## config.mk

```make
export PLATFORM = sky130hd
export DESIGN_NAME = seg_xlate
export DESIGN_NICKNAME = d
export VERILOG_FILES = /design/src/rtl/seg_pkg.sv /design/src/rtl/seg_table.sv /design/src/rtl/seg_check.sv /design/src/rtl/seg_xlate.sv
export SDC_FILE = /design/constraint.sdc
export NUM_CORES = 1
export LEC_CHECK = 0
export ABC_AREA = 1
export CAP_MARGIN = 30
export CORE_MARGIN = 1
export CORE_UTILIZATION = 30
export DETAILED_ROUTE_END_ITERATION = 6
export HOLD_SLACK_MARGIN = 0.02
export MAX_ROUTING_LAYER = met4
export PLACE_DENSITY = 0.47
export SLEW_MARGIN = 20
export SYNTH_ARGS = -nofsm -noshare
export SYNTH_HDL_FRONTEND = slang
export SYNTH_SLANG_ARGS = --single-unit
```

## constraint.sdc

```tcl
create_clock -name clk -period 2.5 [get_ports clk]
set_input_delay 0.375 -clock clk [delete_from_list [all_inputs] [get_ports clk]]
set_output_delay 0.375 -clock clk [all_outputs]
set_load 0.02 [all_outputs]
```

## src/rtl/seg_pkg.sv

```systemverilog
package seg_pkg;
  typedef enum logic [1:0] {
    TRAP_NONE   = 2'd0,
    TRAP_BOUND  = 2'd1,
    TRAP_ABSENT = 2'd2
  } trap_e;
endpackage

```

## src/rtl/seg_table.sv

```systemverilog
module seg_table #(
  parameter int SEG_W    = 3,
  parameter int NUM_SEGS = 6,
  parameter int PA_W     = 16,
  parameter int LIM_W    = 13
) (
  input  logic             clk,
  input  logic             rst_n,
  input  logic             wr_en,
  input  logic [SEG_W-1:0] wr_idx,
  input  logic [PA_W-1:0]  wr_base,
  input  logic [LIM_W-1:0] wr_limit,
  input  logic             wr_present,
  input  logic [SEG_W-1:0] rd_idx,
  output logic [PA_W-1:0]  rd_base,
  output logic [LIM_W-1:0] rd_limit,
  output logic             rd_present
);
  logic [PA_W-1:0]  base_q  [NUM_SEGS];
  logic [LIM_W-1:0] limit_q [NUM_SEGS];
  logic             pres_q  [NUM_SEGS];

  for (genvar i = 0; i < NUM_SEGS; i++) begin : g_entry
    logic hit_wr;
    assign hit_wr = wr_en && (wr_idx == SEG_W'(i));
    always_ff @(posedge clk or negedge rst_n) begin
      if (!rst_n) begin
        base_q[i]  <= '0;
        limit_q[i] <= '0;
        pres_q[i]  <= 1'b0;
      end else if (hit_wr) begin
        base_q[i]  <= wr_base;
        limit_q[i] <= wr_limit;
        pres_q[i]  <= wr_present;
      end
    end
  end

  // Indices at or above NUM_SEGS select nothing and read as absent.
  always_comb begin
    rd_base    = '0;
    rd_limit   = '0;
    rd_present = 1'b0;
    for (int i = 0; i < NUM_SEGS; i++) begin
      if (rd_idx == SEG_W'(i)) begin
        rd_base    = base_q[i];
        rd_limit   = limit_q[i];
        rd_present = pres_q[i];
      end
    end
  end
endmodule

```

## src/rtl/seg_check.sv

```systemverilog
module seg_check #(
  parameter int OFS_W = 12,
  parameter int PA_W  = 16,
  parameter int LIM_W = 13
) (
  input  logic             present,
  input  logic [PA_W-1:0]  base,
  input  logic [LIM_W-1:0] limit,
  input  logic [OFS_W-1:0] ofs,
  output seg_pkg::trap_e   trap,
  output logic [PA_W-1:0]  paddr
);
  import seg_pkg::*;
  localparam int SUM_W = (PA_W > OFS_W) ? PA_W : OFS_W;

  logic             in_bounds;
  logic [SUM_W-1:0] sum;

  assign in_bounds = LIM_W'(ofs) < limit;
  assign sum       = SUM_W'(base) + SUM_W'(ofs);

  always_comb begin
    if (!present) begin
      trap  = TRAP_ABSENT;
      paddr = '0;
    end else if (!in_bounds) begin
      trap  = TRAP_BOUND;
      paddr = '0;
    end else begin
      trap  = TRAP_NONE;
      paddr = sum[PA_W-1:0];
    end
  end
endmodule

```

## src/rtl/seg_xlate.sv

```systemverilog
module seg_xlate #(
  parameter int SEG_W    = 3,
  parameter int NUM_SEGS = 6,
  parameter int OFS_W    = 12,
  parameter int PA_W     = 16
) (
  input  logic             clk,
  input  logic             rst_n,
  input  logic             cfg_we,
  input  logic             cfg_kernel,
  input  logic [SEG_W-1:0] cfg_idx,
  input  logic [PA_W-1:0]  cfg_base,
  input  logic [OFS_W:0]   cfg_limit,
  input  logic             cfg_present,
  input  logic             req_valid,
  input  logic [SEG_W-1:0] req_seg,
  input  logic [OFS_W-1:0] req_ofs,
  output logic             rsp_valid,
  output logic             rsp_ok,
  output logic [1:0]       rsp_trap,
  output logic [PA_W-1:0]  rsp_paddr
);
  import seg_pkg::*;
  localparam int LIM_W = OFS_W + 1;

  logic             tbl_we;
  logic [PA_W-1:0]  ent_base;
  logic [LIM_W-1:0] ent_limit;
  logic             ent_present;
  trap_e            chk_trap;
  logic [PA_W-1:0]  chk_paddr;

  logic             valid_d, valid_q;
  logic             ok_d, ok_q;
  trap_e            trap_d, trap_q;
  logic [PA_W-1:0]  paddr_d, paddr_q;

  assign tbl_we = cfg_we && cfg_kernel;

  seg_table #(.SEG_W(SEG_W), .NUM_SEGS(NUM_SEGS), .PA_W(PA_W), .LIM_W(LIM_W)) u_table (
    .clk        (clk),
    .rst_n      (rst_n),
    .wr_en      (tbl_we),
    .wr_idx     (cfg_idx),
    .wr_base    (cfg_base),
    .wr_limit   (cfg_limit),
    .wr_present (cfg_present),
    .rd_idx     (req_seg),
    .rd_base    (ent_base),
    .rd_limit   (ent_limit),
    .rd_present (ent_present)
  );

  seg_check #(.OFS_W(OFS_W), .PA_W(PA_W), .LIM_W(LIM_W)) u_check (
    .present (ent_present),
    .base    (ent_base),
    .limit   (ent_limit),
    .ofs     (req_ofs),
    .trap    (chk_trap),
    .paddr   (chk_paddr)
  );

  always_comb begin
    valid_d = req_valid;
    if (req_valid) begin
      trap_d  = chk_trap;
      paddr_d = chk_paddr;
      ok_d    = (chk_trap == TRAP_NONE);
    end else begin
      trap_d  = TRAP_NONE;
      paddr_d = '0;
      ok_d    = 1'b0;
    end
  end

  always_ff @(posedge clk or negedge rst_n) begin
    if (!rst_n) begin
      valid_q <= 1'b0;
      ok_q    <= 1'b0;
      trap_q  <= TRAP_NONE;
      paddr_q <= '0;
    end else begin
      valid_q <= valid_d;
      ok_q    <= ok_d;
      trap_q  <= trap_d;
      paddr_q <= paddr_d;
    end
  end

  assign rsp_valid = valid_q;
  assign rsp_ok    = ok_q;
  assign rsp_trap  = trap_q;
  assign rsp_paddr = paddr_q;
endmodule

```

# Word-level counts from Yosys, hierarchy flattened
# Cells that the tools add are included.
# totals
output_inout_bits	20
ramBits	0
mem_bits_ro	0
inputBits	53
elab_cells	69
n_memories	0
register_bits	200
latch_bits	0
# op_classes
mux	25
addsub	1
n_eq_ne	10
shift	0
n_lt_le_gt_ge	1
n_reduce_logical	10
multipliers	0
div	0
n_bitwise	0
# op_table
op	n
$mux W16	9
$mux W13	6
$add A16 B12 Y16	1
$lt A12 B13 Y1	1
$eq A3 B2 Y1 const B	4
$eq A3 B3 Y1 const B	4
$mux W1	8
$logic_and A1 B1 Y1	7
$eq A3 B1 Y1 const B	2
$logic_not A3 Y1	2
$mux W2	2
$logic_not A2 Y1	1

# Longest topological paths before layout
# depth
depth_word	12
mapped_depth	22
mapped_depth_nobuf	21

# Cells and area by module
# A second synthesis with hierarchy kept.
# unflattened
hier_cells	1261
hier_area_um2	9811.9
# modules_own_cells
mod	n_inst	area_per_inst_um2	cells_each	seq_area_each_um2
seg_table	1	7855.0	955	4504.3
seg_check	1	1268.7	243	0.0
seg_xlate	1	688.2	63	500.5

# Worst setup path after synthesis
# No wires, ideal clock.
# synth_path
path_kind	input -> register
start	input port req_seg[2]
end	register paddr_q[14], in the netlist rsp_paddr[14]
path_buffers	2
arrival_ns	2.862
setup_time_ns	0.120
setup_slack_ns	-0.482
required_ns	2.380
stages	16
cell_sequence	inv_2 -> nand2_1 -> nor2_1 -> buf_2 -> buf_1 -> a22oi_1 -> a31oi_1 -> ha_1 -> inv_1 -> fa_1 -> o21ai_0 -> nand3_1 -> nand3_1 -> nand3_1 -> xor2_1 -> nor2_1
# synth_via
elab_chain_cells	11
word_cells_on_any_way	29
cone_classes	add/sub: 1; order compare: 1; eq/ne: 5; mux: 21; reduce/logical: 1
# synth_lines
item	line_no	source
start: declaration	seg_xlate.sv:16	input logic [SEG_W-1:0] req_seg,
$logic_not A3 Y1	seg_table.sv:45	if (rd_idx == SEG_W'(i)) begin
$mux W16 or $mux W13 (tied branches) (6 in series)	seg_table.sv:45	
$add A16 B12 Y16 or $lt A12 B13 Y1 (tied branches)	seg_check.sv:20, seg_check.sv:19	
$mux W16	seg_check.sv:26	end else if (!in_bounds) begin
$mux W16 (*)	seg_check.sv:23	if (!present) begin
$mux W16 (*)	seg_xlate.sv:65	if (req_valid) begin
named net paddr_d[14]	seg_xlate.sv:36	logic [PA_W-1:0] paddr_d, paddr_q;
end signal: assignment	seg_xlate.sv:86	paddr_q <= paddr_d;
end: declaration	seg_xlate.sv:36	
# Mark *: on every way through the listed nets, which the timed path passes. The rest lies on a longest branch.
# A chain may end at the register's enable or synchronous reset.

# Worst setup path after layout
# layout_path
start	input port req_seg[1]
end	register paddr_q[13], in the netlist rsp_paddr[13]
# The elaborated chain is that of the path after synthesis.

==> flow_metrics.py <==
metrics = {
    "status": {
        "run_status": "complete, no violations",
    },
    "sta": {
        "slew_violations": 0,
        "setup_viol_count_final": 0,
        "rsz0062_at_grt": "true",
        "hold_ws_ns": 0.455,
        "setup_slack_ns": 0.0854,
        "slew_headroom": 0.557,
        "fmax_mhz": 414,
        "skew_ns": 0.0257,
        "hold_viol_final": 0,
        "fin_crit_ns": 2.41,
        "tightestPinTransition_ns": 0.664,
        "timing.final.crit_share": 0.966,
    },
    "cts": {
        "cts_sinks": 200,
        "cts_max_level": 4,
        "cts_root_buf": "clkbuf_16",
        "clk_path_buf_depth": 2,
        "cts_tree": "done",
        "clkLatencyLatePin_ns": 0.46,
        "cts_buffers": 17,
        "cts.clk_slew.worst_paths_ns": 0.07,
    },
    "synthesis": {
        "synth.yosys.seq_area_share": 0.548,
        "ys_seq_elements": 200,
        "synth_area_leaders": "dfrtp_1, nand2_1, o21ai_0",
        "synth_area_per_cell_um2": 8.68,
        "yosys_warnings": 0,
        "yosysUniqueCellTypes": 34,
        "synth_fp_nets": 1133,
        "synth_top_area_share": 0.548,
        "synthCells": 1053,
        "syn_area_mm2": 0.00914,
        "yosysTopAreaCell": "dfrtp_1",
    },
    "power_and_ir_drop": {
        "powerDensity_mw_per_mm2": 729,
        "max-vdd-ir-drop_mv": 0.480,
        "power_leakage_nw": 5.72,
    },
    "grt": {
        "grt_max_degree": 61,
        "first_global_vias": 7691,
        "grt.overflow.total": 0,
        "antenna_found_initial": 0,
        "grt_pass1_wl_um": 44300,
        "grt_usage": 0.193,
    },
    "detailed_routing": {
        "drc": 0,
        "dr.pass1.iters": 5,
        "detail-route-antenna-nets": 0,
        "vias_per_cell": 4.81,
        "route.vias.total": 7751,
        "wl_per_cell_um": 17.3,
        "wirelength_um": 27800,
        "drtIter0Drc": 679,
    },
    "critical_path": {
        "cp-start-kind": "input port",
        "rrSetupSlack_ns": 0.15,
        "crit_required_ns": 2.87,
        "worstSetupPathType": "in -> reg",
        "crit_path_end_kind": "flop",
        "critPathLaunch": "req_seg[1]",
        "arrival_ns": 2.79,
        "reg2reg_from": "u_table.limit_q[67]",
        "crit_path_max_fanout": 10,
        "worstSetupEndpoint": "rsp_paddr[13]",
        "r2r_cells": 13,
        "rr_endpoint": "rsp_paddr[13]",
    },
    "die": {
        "die_w_um": 177,
        "io_pins": 73,
        "initial_core_util": 0.307,
        "row_count": 63,
        "die_area_mm2": 0.0312,
        "die_h_um": 177,
        "core-area_mm2": 0.0298,
    },
    "min_path": {
        "min_path_type": "in -> async",
    },
    "cells_and_area": {
        "final_nets": 1289,
        "areaGrowthSynthToFinish_pct": 33.2,
        "drive_gt1_frac": 0.184,
        "n_antenna_cell": 0,
    },
    "job": {
        "maxCapViolations": 0,
    },
    "place": {
        "gp_congestion": 0.868,
        "dp_slack_ns": -1.12,
        "port-buffer-count": 72,
        "dpl.hpwl_um": 18300,
    },
}
-- cell usage in the layout, fill, tap and decap left out, types with 9 or more instances in the layout --
cell             Yosys  layout
a22oi_1             10       9
nand3_1             37      32
dfrtp_1            200     200
buf_6                2      10
nand4_1             20      20
clkdlybuf4s50_1      0      68
a21oi_1             31      26
inv_1               66      65
ha_1                26      20
buf_4                0      96
nor2_1              58      45
buf_12               0      12
nor2_2               2      11
nand2_1            295     285
o21ai_0            187     185
nand2_2              1      10
clkbuf_16            0      17
-- report_power, final --
group          switching [mW]  internal (mW)  leakage [nW]  total (mW)
combinational           0.993          0.882          2.87        1.88
sequential              0.362           3.84          2.56        4.20
clock                    1.44           1.36         0.293        2.80
total                    2.79           6.08          5.72        8.88
-- final cells by class --
type                       instances  area, um^2
fill                            3009       17600
tap                              390         488
clock buffer                      17         425
inverter                          70         280
timing repair buffer             191        1820
multi-input combinational        729        3980
sequential                       200        5000
clock inverter                    15         170
-- worst max-delay path: stages --
cell      delay [ns]
buf_4           0.14
buf_4           0.15
nor3_4          0.22
buf_6           0.15
buf_4           0.20
a21boi_2        0.09
buf_4           0.14
ha_1            0.29
a21oi_1         0.14
nor2_1          0.05
a211oi_1        0.18
nand2_1         0.17
nand3_4         0.16
nand3_4         0.17
nor2_2          0.14
-- cells in the mapped netlist --
cell type  number
fa_1            1
nand3_1        37
o21ai_0       187
a221oi_1        5
a21oi_1        31
a22oi_1        10
o21bai_1        2
inv_1          66
dfrtp_1       200
nor3_1          2
ha_1           26
inv_2           4
a21o_1          2
a31oi_1        10
buf_6           2
nand3_4         1
or2_0           1
nand2_1       295
buf_1           4
xor2_1          8
or2_2           1
a21boi_0        9
nor3_2          1
nand3_2         1
nor2_4          1
clkbuf_1       48
a32oi_1         9
nand4_1        20
nand2_2         1
a211oi_1        2
nor2_1         58
xnor2_1         4
nor2_2          2
buf_2           2
-- routing by layer --
metal	vias up	track usage	routed length, um
li1	3814	-	-
met5	-	-	0
met4	0	0.0528	318
met3	19	0.0351	1170
met1	3729	0.272	14000
met2	189	0.284	12300
-- worst min-delay path by stage --
stage | to | from
after floorplan | rsp_ok | rst_n
after global placement | u_table.base_q[90] | rst_n
after detailed placement | u_table.base_q[89] | rst_n
after CTS | rsp_valid | req_valid
after global routing | rsp_valid | req_valid
final | u_table.base_q[74] | rst_n
-- cells by family after synthesis --
family                   count (synthesis)  share of synthesized area
flip-flops                             200                      0.548
buffers and inverters                  126                     0.0537
XOR/XNOR                                12                     0.0115
adder cells (fa/ha/maj)                 27                     0.0378
AO/OA/AOI/OAI                          267                      0.160
AND/OR/NAND/NOR                        421                      0.189
-- flip-flops by register name (all words and copies together) (netlist names) --
signal / cells
rsp_ok: 1
rsp_paddr: 16
rsp_trap: 2
rsp_valid: 1
u_table.base_q: 96
u_table.limit_q: 78
u_table.pres_q: 6
-- stage by stage --
stage               utilization  std cells  TNS [ns]  power, mW  instance area [um^2]
finish                    0.408       1612         0       8.88                 12200
global route              0.408       1612   -0.0730       9.41                 12200
CTS                       0.399       1605         0       8.85                 11900
detailed placement        0.369       1552    -18.79       5.94                 11000
global placement          0.369       1552    -17.91       5.92                 11000
floorplan                     -       1053         0       5.13                  9200
-- timing repair --
item,4_1_cts,5_1_grt
pin swaps,11,33
hold buffers,1,0
buffers inserted,18,9
endpoints found under the setup margin,18,18
endpoints found under the hold margin,49,0
resized for setup,43,58
gates cloned,2,0
(Power assumes the default switching activity.)
